<file path="src/rtl/knock_pkg.sv">
package knock_pkg;

    typedef enum logic [1:0] {
        ST_LOCKED = 2'd0,
        ST_ARMED  = 2'd1,
        ST_OPEN   = 2'd2
    } knock_state_t;

    localparam logic [7:0] KEY_FIRST  = 8'h42;
    localparam logic [7:0] KEY_SECOND = 8'h52;
    localparam logic [7:0] RD_LOCKED  = 8'hFF;
    localparam logic [7:0] RD_OPEN    = 8'h00;

endpackage

</file>
<file path="src/rtl/knock_decode.sv">
module knock_decode #(
    parameter int          ADDR_W    = 16,
    parameter logic [7:0]  PAGE      = 8'hD0,
    parameter logic [7:0]  KNOCK_OFS = 8'h30,
    parameter logic [7:0]  WIN_LO    = 8'h31,
    parameter logic [7:0]  WIN_HI    = 8'h3F
) (
    input  logic [ADDR_W-1:0] addr,
    output logic              is_knock,
    output logic              in_win
);
    localparam int PAGE_W = ADDR_W - 8;

    logic [PAGE_W-1:0] page_bits;
    logic [7:0]        ofs;
    logic              page_hit;

    always_comb begin
        page_bits = addr[ADDR_W-1:8];
        ofs       = addr[7:0];
        page_hit  = (page_bits == PAGE_W'(PAGE));
        is_knock  = page_hit && (ofs == KNOCK_OFS);
        in_win    = page_hit && (ofs >= WIN_LO) && (ofs <= WIN_HI);
    end

endmodule

</file>
<file path="src/rtl/knock_fsm.sv">
module knock_fsm
    import knock_pkg::*;
#(
    parameter int         DATA_W = 8,
    parameter logic [7:0] KEY_A  = KEY_FIRST,
    parameter logic [7:0] KEY_B  = KEY_SECOND
) (
    input  logic              clk,
    input  logic              rst_n,
    input  logic              knock_wr,
    input  logic [DATA_W-1:0] wdata,
    output logic              unlocked
);
    knock_state_t state, state_nx;

    always_ff @(posedge clk) begin
        if (!rst_n) state <= ST_LOCKED;
        else        state <= state_nx;
    end

    always_comb begin
        state_nx = state;
        unique case (state)
            ST_LOCKED: begin
                if (knock_wr && wdata == DATA_W'(KEY_A)) state_nx = ST_ARMED;
            end
            ST_ARMED: begin
                if (knock_wr) begin
                    if (wdata == DATA_W'(KEY_B))      state_nx = ST_OPEN;
                    else if (wdata == DATA_W'(KEY_A)) state_nx = ST_ARMED;
                    else                              state_nx = ST_LOCKED;
                end
            end
            ST_OPEN:  state_nx = ST_OPEN;
            default:  state_nx = ST_LOCKED;
        endcase
    end

    always_comb begin
        unlocked = (state == ST_OPEN);
    end

    a_r4_open_after_key: assert property (@(posedge clk) disable iff (!rst_n)
        (state == ST_ARMED && knock_wr && wdata == DATA_W'(KEY_B)) |=> unlocked);

    a_r9_stays_open: assert property (@(posedge clk) disable iff (!rst_n)
        unlocked |=> unlocked);

    a_r6_bad_key_rewinds: assert property (@(posedge clk) disable iff (!rst_n)
        (state == ST_ARMED && knock_wr && wdata != DATA_W'(KEY_B)
         && wdata != DATA_W'(KEY_A)) |=> (state == ST_LOCKED));

    a_r12_open_only_from_armed: assert property (@(posedge clk) disable iff (!rst_n)
        $rose(unlocked) |-> ($past(state) == ST_ARMED));

endmodule

</file>
<file path="src/rtl/knock_gate.sv">
module knock_gate
    import knock_pkg::*;
#(
    parameter int DATA_W = 8
) (
    input  logic              clk,
    input  logic              rst_n,
    input  logic              bus_wr,
    input  logic              bus_rd,
    input  logic              is_knock,
    input  logic              in_win,
    input  logic              unlocked,
    output logic              periph_wr,
    output logic              periph_rd,
    output logic              rd_valid,
    output logic [DATA_W-1:0] rd_data
);
    always_comb begin
        periph_wr = bus_wr && in_win && unlocked;
        periph_rd = bus_rd && in_win && unlocked;
    end

    always_ff @(posedge clk) begin
        if (!rst_n) begin
            rd_valid <= 1'b0;
            rd_data  <= '0;
        end else begin
            rd_valid <= bus_rd && is_knock;
            if (bus_rd && is_knock)
                rd_data <= unlocked ? DATA_W'(RD_OPEN) : DATA_W'(RD_LOCKED);
        end
    end

    a_r3_locked_read: assert property (@(posedge clk) disable iff (!rst_n)
        (bus_rd && is_knock && !unlocked) |=> (rd_valid && rd_data == DATA_W'(RD_LOCKED)));

    a_r5_open_read: assert property (@(posedge clk) disable iff (!rst_n)
        (bus_rd && is_knock && unlocked) |=> (rd_valid && rd_data == DATA_W'(RD_OPEN)));

endmodule

</file>
<file path="src/rtl/knock_unlock.sv">
module knock_unlock
    import knock_pkg::*;
#(
    parameter int         ADDR_W    = 16,
    parameter int         DATA_W    = 8,
    parameter logic [7:0] PAGE      = 8'hD0,
    parameter logic [7:0] KNOCK_OFS = 8'h30,
    parameter logic [7:0] WIN_LO    = 8'h31,
    parameter logic [7:0] WIN_HI    = 8'h3F
) (
    input  logic              clk,
    input  logic              rst_n,
    input  logic [ADDR_W-1:0] bus_addr,
    input  logic              bus_wr,
    input  logic              bus_rd,
    input  logic [DATA_W-1:0] bus_wdata,
    output logic              rd_valid,
    output logic [DATA_W-1:0] rd_data,
    output logic              periph_wr,
    output logic              periph_rd,
    output logic              periph_en
);
    logic is_knock;
    logic in_win;
    logic unlocked;

    knock_decode #(
        .ADDR_W(ADDR_W), .PAGE(PAGE), .KNOCK_OFS(KNOCK_OFS),
        .WIN_LO(WIN_LO), .WIN_HI(WIN_HI)
    ) u_decode (
        .addr(bus_addr), .is_knock(is_knock), .in_win(in_win)
    );

    knock_fsm #(.DATA_W(DATA_W)) u_fsm (
        .clk(clk), .rst_n(rst_n), .knock_wr(bus_wr && is_knock),
        .wdata(bus_wdata), .unlocked(unlocked)
    );

    knock_gate #(.DATA_W(DATA_W)) u_gate (
        .clk(clk), .rst_n(rst_n), .bus_wr(bus_wr), .bus_rd(bus_rd),
        .is_knock(is_knock), .in_win(in_win), .unlocked(unlocked),
        .periph_wr(periph_wr), .periph_rd(periph_rd),
        .rd_valid(rd_valid), .rd_data(rd_data)
    );

    always_comb periph_en = unlocked;

    a_r10_knock_not_forwarded: assert property (@(posedge clk) disable iff (!rst_n)
        (bus_wr && is_knock) |-> !periph_wr);

endmodule

</file>
<file path="config.mk">
export PLATFORM = sky130hd
export DESIGN_NAME = knock_unlock
export DESIGN_NICKNAME = d
export VERILOG_FILES = /design/src/rtl/knock_pkg.sv /design/src/rtl/knock_decode.sv /design/src/rtl/knock_fsm.sv /design/src/rtl/knock_gate.sv /design/src/rtl/knock_unlock.sv
export SDC_FILE = /design/constraint.sdc
export NUM_CORES = 1
export LEC_CHECK = 0
export BUFFER_PORTS_ARGS = -buffer_cell sky130_fd_sc_hd__buf_2
export CAP_MARGIN = 30
export CORE_AREA = 2 2 39 41
export DETAILED_ROUTE_END_ITERATION = 16
export DIE_AREA = 0 0 41 43
export PLACE_DENSITY_LB_ADDON = 0.25
export SLEW_MARGIN = 20
export SYNTH_ARGS = -nofsm -noshare
export SYNTH_HDL_FRONTEND = slang
export SYNTH_SLANG_ARGS = --single-unit
export TNS_END_PERCENT = 10
</file>
<file path="constraint.sdc">
create_clock -name clk -period 1.75 [get_ports clk]
set_input_delay 0.175 -clock clk [delete_from_list [all_inputs] [get_ports clk]]
set_output_delay 0.175 -clock clk [all_outputs]
set_load 0.05 [all_outputs]
</file>
### Yosys cells after proc, flatten, opt, wreduce, memory -nomap -nowiden

Cells that the tools add are included.

* output and inout bits: 12
* register bits: 11
* bits of input ports: 28

* reductions and logical operators: 12
* muxes and demuxes: 6
* magnitude comparators: 2
* equality and inequality tests: 8

Operators with widths (number)
* $eq A8 B7 Y1 const B: 2
* $logic_and A1 B1 Y1: 10
* $eq A8 B6 Y1 const B: 1
* $eq A8 B8 Y1 const B: 1
* $ge A8 B6 Y1 const B: 1
* $le A8 B6 Y1 const B: 1
* $mux W8: 1
* $mux W2: 3
* $pmux W2 S3: 1
* $ne A2 B1 Y1 const B: 2
* $eq A2 B1 Y1 const B: 1
* $eq A2 B2 Y1 const B: 1
* $logic_not A2 Y1: 1
* $reduce_and A2 Y1: 1
* $mux W1: 1

### Logic depth before layout (Yosys ltp)

* depth after elaboration: 6
* mapped depth: 4

### Modules after synthesis

Synthesis repeated with hierarchy kept, for this count alone.

* cell total of the unflattened synthesis: 35
* area, all modules: 331.6 um2

Modules (own cells, without submodules)
* knock_gate: cells each 15, times used 1, sequential area each 40.0 um2, area an instance 131.4 um2
* knock_fsm: cells each 13, times used 1, sequential area each 40.0 um2, area an instance 122.6 um2
* knock_decode: cells each 6, times used 1, sequential area each 0.0 um2, area an instance 71.3 um2
* knock_unlock: cells each 1, times used 1, sequential area each 0.0 um2, area an instance 6.3 um2

### Worst setup path after synthesis

OpenSTA, ideal clock, no wires.

* kind: input-to-output
* start: input port bus_addr[10]
* end: output port periph_rd
* setup slack: 0.344 ns
* buffers on the path: 0
* cell stages on the path: 4
* arrival: 1.231 ns
* path through: nor4b_1 nand3_1 nor3_1 and2_1

* word-level cells in the longest chain between the ends: 5

Ends and longest elaborated chain
* start, declared: RTL line knock_unlock.sv:13 `input logic [ADDR_W-1:0] bus_addr,`
* $eq A8 B8 Y1: RTL line knock_decode.sv:21 `page_hit = (page_bits == PAGE_W'(PAGE));`
* $logic_and A1 B1 Y1 (2 in series): RTL line knock_decode.sv:23 `in_win = page_hit && (ofs >= WIN_LO) && (ofs <= WIN_HI);`
* $logic_and A1 B1 Y1 (2 in series): RTL line knock_gate.sv:20 `periph_rd = bus_rd && in_win && unlocked;`
* end, declared: RTL line knock_unlock.sv:20 `output logic periph_rd,`

Every way passes these cells.

### Worst setup path after layout

* start: register u_fsm.state[0]
* end: output port periph_wr

* word-level cells in the longest chain between the ends: 2

Ends and longest elaborated chain
* start, declared: RTL line knock_fsm.sv:14 `knock_state_t state, state_nx;`
* start signal, assigned: RTL line knock_fsm.sv:18 `else state <= state_nx;`
* $eq A2 B2 Y1: RTL line knock_fsm.sv:40 `unlocked = (state == ST_OPEN);`
* $logic_and A1 B1 Y1: RTL line knock_gate.sv:19 `periph_wr = bus_wr && in_win && unlocked;`
* end, declared: RTL line knock_unlock.sv:19 `output logic periph_wr,`

Every way passes these cells.

==> impl_metrics.csv <==
group,metric,value,unit
synthesis,ys_seq_area_share,24.90,%
global_route,grt_max_degree,10,
sta,tns,0,ns
power_and_ir_drop,p_clk_share,47.9,%
power_and_ir_drop,netSwitchingFraction,22.99,%
global_route,antenna_found_initial,0,
critical_path,reg2reg_slack,0.90,ns
sta,tightest_slew,0.3137,ns
placement,dp_hpwl,712.7,um
run,maxCapViolCount,0,
global_route,grt_pass1_wl,1166,um
power_and_ir_drop,switching_power,58.25,uW
critical_path,path_max_fanout,4,
floorplan,start_util,23.24,%
power_and_ir_drop,ir_drop,226.5,uV
finish,num_antenna_cells,0,
global_route,grt_pass1_vias,319,
finish,area_growth,59.53,%
critical_path,arrival,1.42,ns
routing,wl,835,um
synthesis,synth_fp_nets,63,
critical_path,crit_required,1.57,ns
sta,layout_min_cycle_time,1.599,ns
synthesis,ys_warn_count,0,
critical_path,startpoint_type,"flip-flop",
floorplan,core,1384,um2
hold_path,hold_end,"u_gate.rd_valid$_SDFF_PN0_",
floorplan,die_h,43,um
power_and_ir_drop,p_seq_share,36.2,%
routing,routed-via-count,397,
routing,drt_first_pass_iters,4,
synthesis,yosys_register_bits,4,
power_and_ir_drop,power_density,493.9,nW/um2
placement,gp_congestion,0.6903,
placement,dpl_worst_slack,0.1056,ns
sta,max_freq,625.5,MHz
synthesis,synth_top_area_share,24.90,%
placement,placed_cell_area,484.2,um2
clocking,htree_levels,1,
power_and_ir_drop,p_int,195.1,uW
global_route,grt-ovfl-total,0,
floorplan,die-area,1763,um2
placement,numPortBuffers,39,
hold_path,hold_depth,2,
floorplan,core.rowCount,14,
finish,final_area,513.0,um2
clocking,cts_made_buffers,3,
critical_path,endpoint_kind,"output pin",
clocking,clock_path_buffers,2,
clocking,cts_tree,"yes",
finish,fin_nets,100,
clocking,clock_sinks,4,
sta,slew_viol_final,0,
global_route,grt.total_usage,10.55,%
sta,clock_skew,0.0005827,ns
floorplan,pin_count,40,
synthesis,ys_top_cells_by_area,"dfxtp_1 25%, buf_4 16%, nor4b_4 7.4%",
clocking,clkSlewWorstSetupHoldPaths,0.04,ns
sta,fin_hold_ws,0.2088,ns
floorplan,die_x,41,um
synthesis,synth.distinct_cells,21,
synthesis,avgSynthCellArea,9.187,um2
sta,slew_headroom,78.79,%
finish,drive_gt1_share,64.29,%
routing,wl_per_cell,9.709,um
sta,setup_viol,0,
critical_path,reg2reg_to,"u_gate.rd_data[6]$_SDFFE_PN0P_",
power_and_ir_drop,combPwrFrac,15.9,%
synthesis,synth_top_area_cell,"dfxtp_1",
critical_path,r2r_cells,2,
power_and_ir_drop,power.leakage,0.0003147,uW
routing,viasPerCell,4.616,
routing,ant_nets,0,
routing,drc,0,
hold_path,min_path_type,"in2reg",
routing,drt_iter0_drc,1,
sta,finalWorstSetupSlack,0.1514,ns
hold_path,min_from,"bus_rd",
status,status,"completed",
synthesis,syn_area,321.6,um2
sta,rsz0062_at_grt,"no",
clocking,clkLatencyLatePin,0.24,ns
synthesis,synthCells,35,
critical_path,r2r-start,"u_fsm.state[0]$_SDFFE_PN0P_",
sta,hold_viol,0,
critical_path,crit_type,"reg2out",
clocking,postCtsHoldBufs,0,
sta,period_share,91.35,%
clocking,cts_root_buffer,"clkbuf_4",
-- metrics by stage --
| stage | instances | total power [uW] | util (%) |
|---|---|---|---|
| finish | 86 | 253.4 | 37.07 |
| global route | 86 | 260.6 | 37.07 |
| CTS | 86 | 251.3 | 36.62 |
| detailed placement | 83 | 132.7 | 34.99 |
| global placement | 83 | 132.3 | 34.99 |
| floorplan | 35 | 99.58 | - |
-- cells by family (layout without fill, tap and decap cells) --
family | after synthesis | after routing | synth area share, %
AOI/OAI and AO/OA | 5 | 5 | 12.45
buffers and inverters | 9 | 44 | 18.68
and+or+nand+nor | 17 | 17 | 43.97
DFF | 4 | 4 | 24.90
-- worst max-delay path: stages (launching register included) --
cell      delay, ns
dfxtp_1        0.30
nand2b_1       0.19
nor3_1         0.25
and2_1         0.17
buf_2          0.26
-- power groups by stage --
stage | Combinational (uW) | Sequential (uW) | Clock [uW]
CTS | 39.7 | 91.6 | 120
global route | 44.9 | 91.5 | 124
finish | 40.3 | 91.6 | 121
floorplan | 6.51 | 93.1 | 0
detailed placement | 39.7 | 93.1 | 0
global placement | 39.2 | 93.1 | 0
-- cells in the final DEF (no fill, tap or decap), drive strengths merged, types with 2 or more instances in the layout --
| master | Yosys | layout |
|---|---|---|
| inv | 2 | 2 |
| a21boi | 2 | 2 |
| and4b | 2 | 2 |
| nor4b | 3 | 3 |
| and3 | 2 | 2 |
| clkbuf | 0 | 3 |
| and2 | 2 | 2 |
| buf | 7 | 39 |
| dfxtp | 4 | 4 |
-- repair_timing --
action	in CTS	in global routing
resized for setup	0	1
endpoints found under the setup margin	0	2
buffers inserted	0	0
hold endpoints to repair	0	0
-- Yosys cell counts, drive strengths merged --
cell type  instances
buf                7
dfxtp              4
nor4b              3
a21boi             2
and2               2
and3               2
and4b              2
inv                2
a21oi              1
a41o               1
and4               1
nand2              1
nand2b             1
nand3              1
nand4              1
nor3               1
nor4               1
o211a              1
or4b               1
-- registers in the layout, indices dropped and copies added (netlist names) --
signal	count
u_gate.rd_data	1
u_gate.rd_valid	1
u_fsm.state	2
-- worst max-delay path by stage --
stage	endpoint	from	cells past startpoint	slack (ns)
final	periph_wr	u_fsm.state[0]$_SDFFE_PN0P_	4	0.15
after global routing	periph_wr	bus_addr[9]	6	0.03
after CTS	periph_wr	bus_addr[10]	6	0.1
after detailed placement	periph_wr	bus_addr[10]	6	0.11
after global placement	periph_wr	bus_addr[10]	6	0.11
after floorplan	periph_rd	bus_addr[10]	4	0.34
-- layout make-up --
| class | instances | area [um2] |
|---|---|---|
| Clock buffer | 3 | 22.52 |
| Fill cell | 152 | 870.8 |
| Inverter | 2 | 7.507 |
| Multi-Input combinational cell | 22 | 187.7 |
| Sequential cell | 4 | 80.08 |
| Tap cell | 16 | 20.02 |
| Timing Repair Buffer | 39 | 195.2 |
-- per-layer routing --
metal | wire, um | part of all wire (%) | track usage, % | up-vias
li1 | - | - | - | 196
met1 | 286 | 34 | 9.355 | 167
met2 | 418 | 50 | 16.25 | 31
met3 | 105 | 13 | 3.141 | 3
met4 | 24 | 2.9 | 12.00 | 0
met5 | 0 | 0 | 0 | -
(Power assumes the default switching activity.)
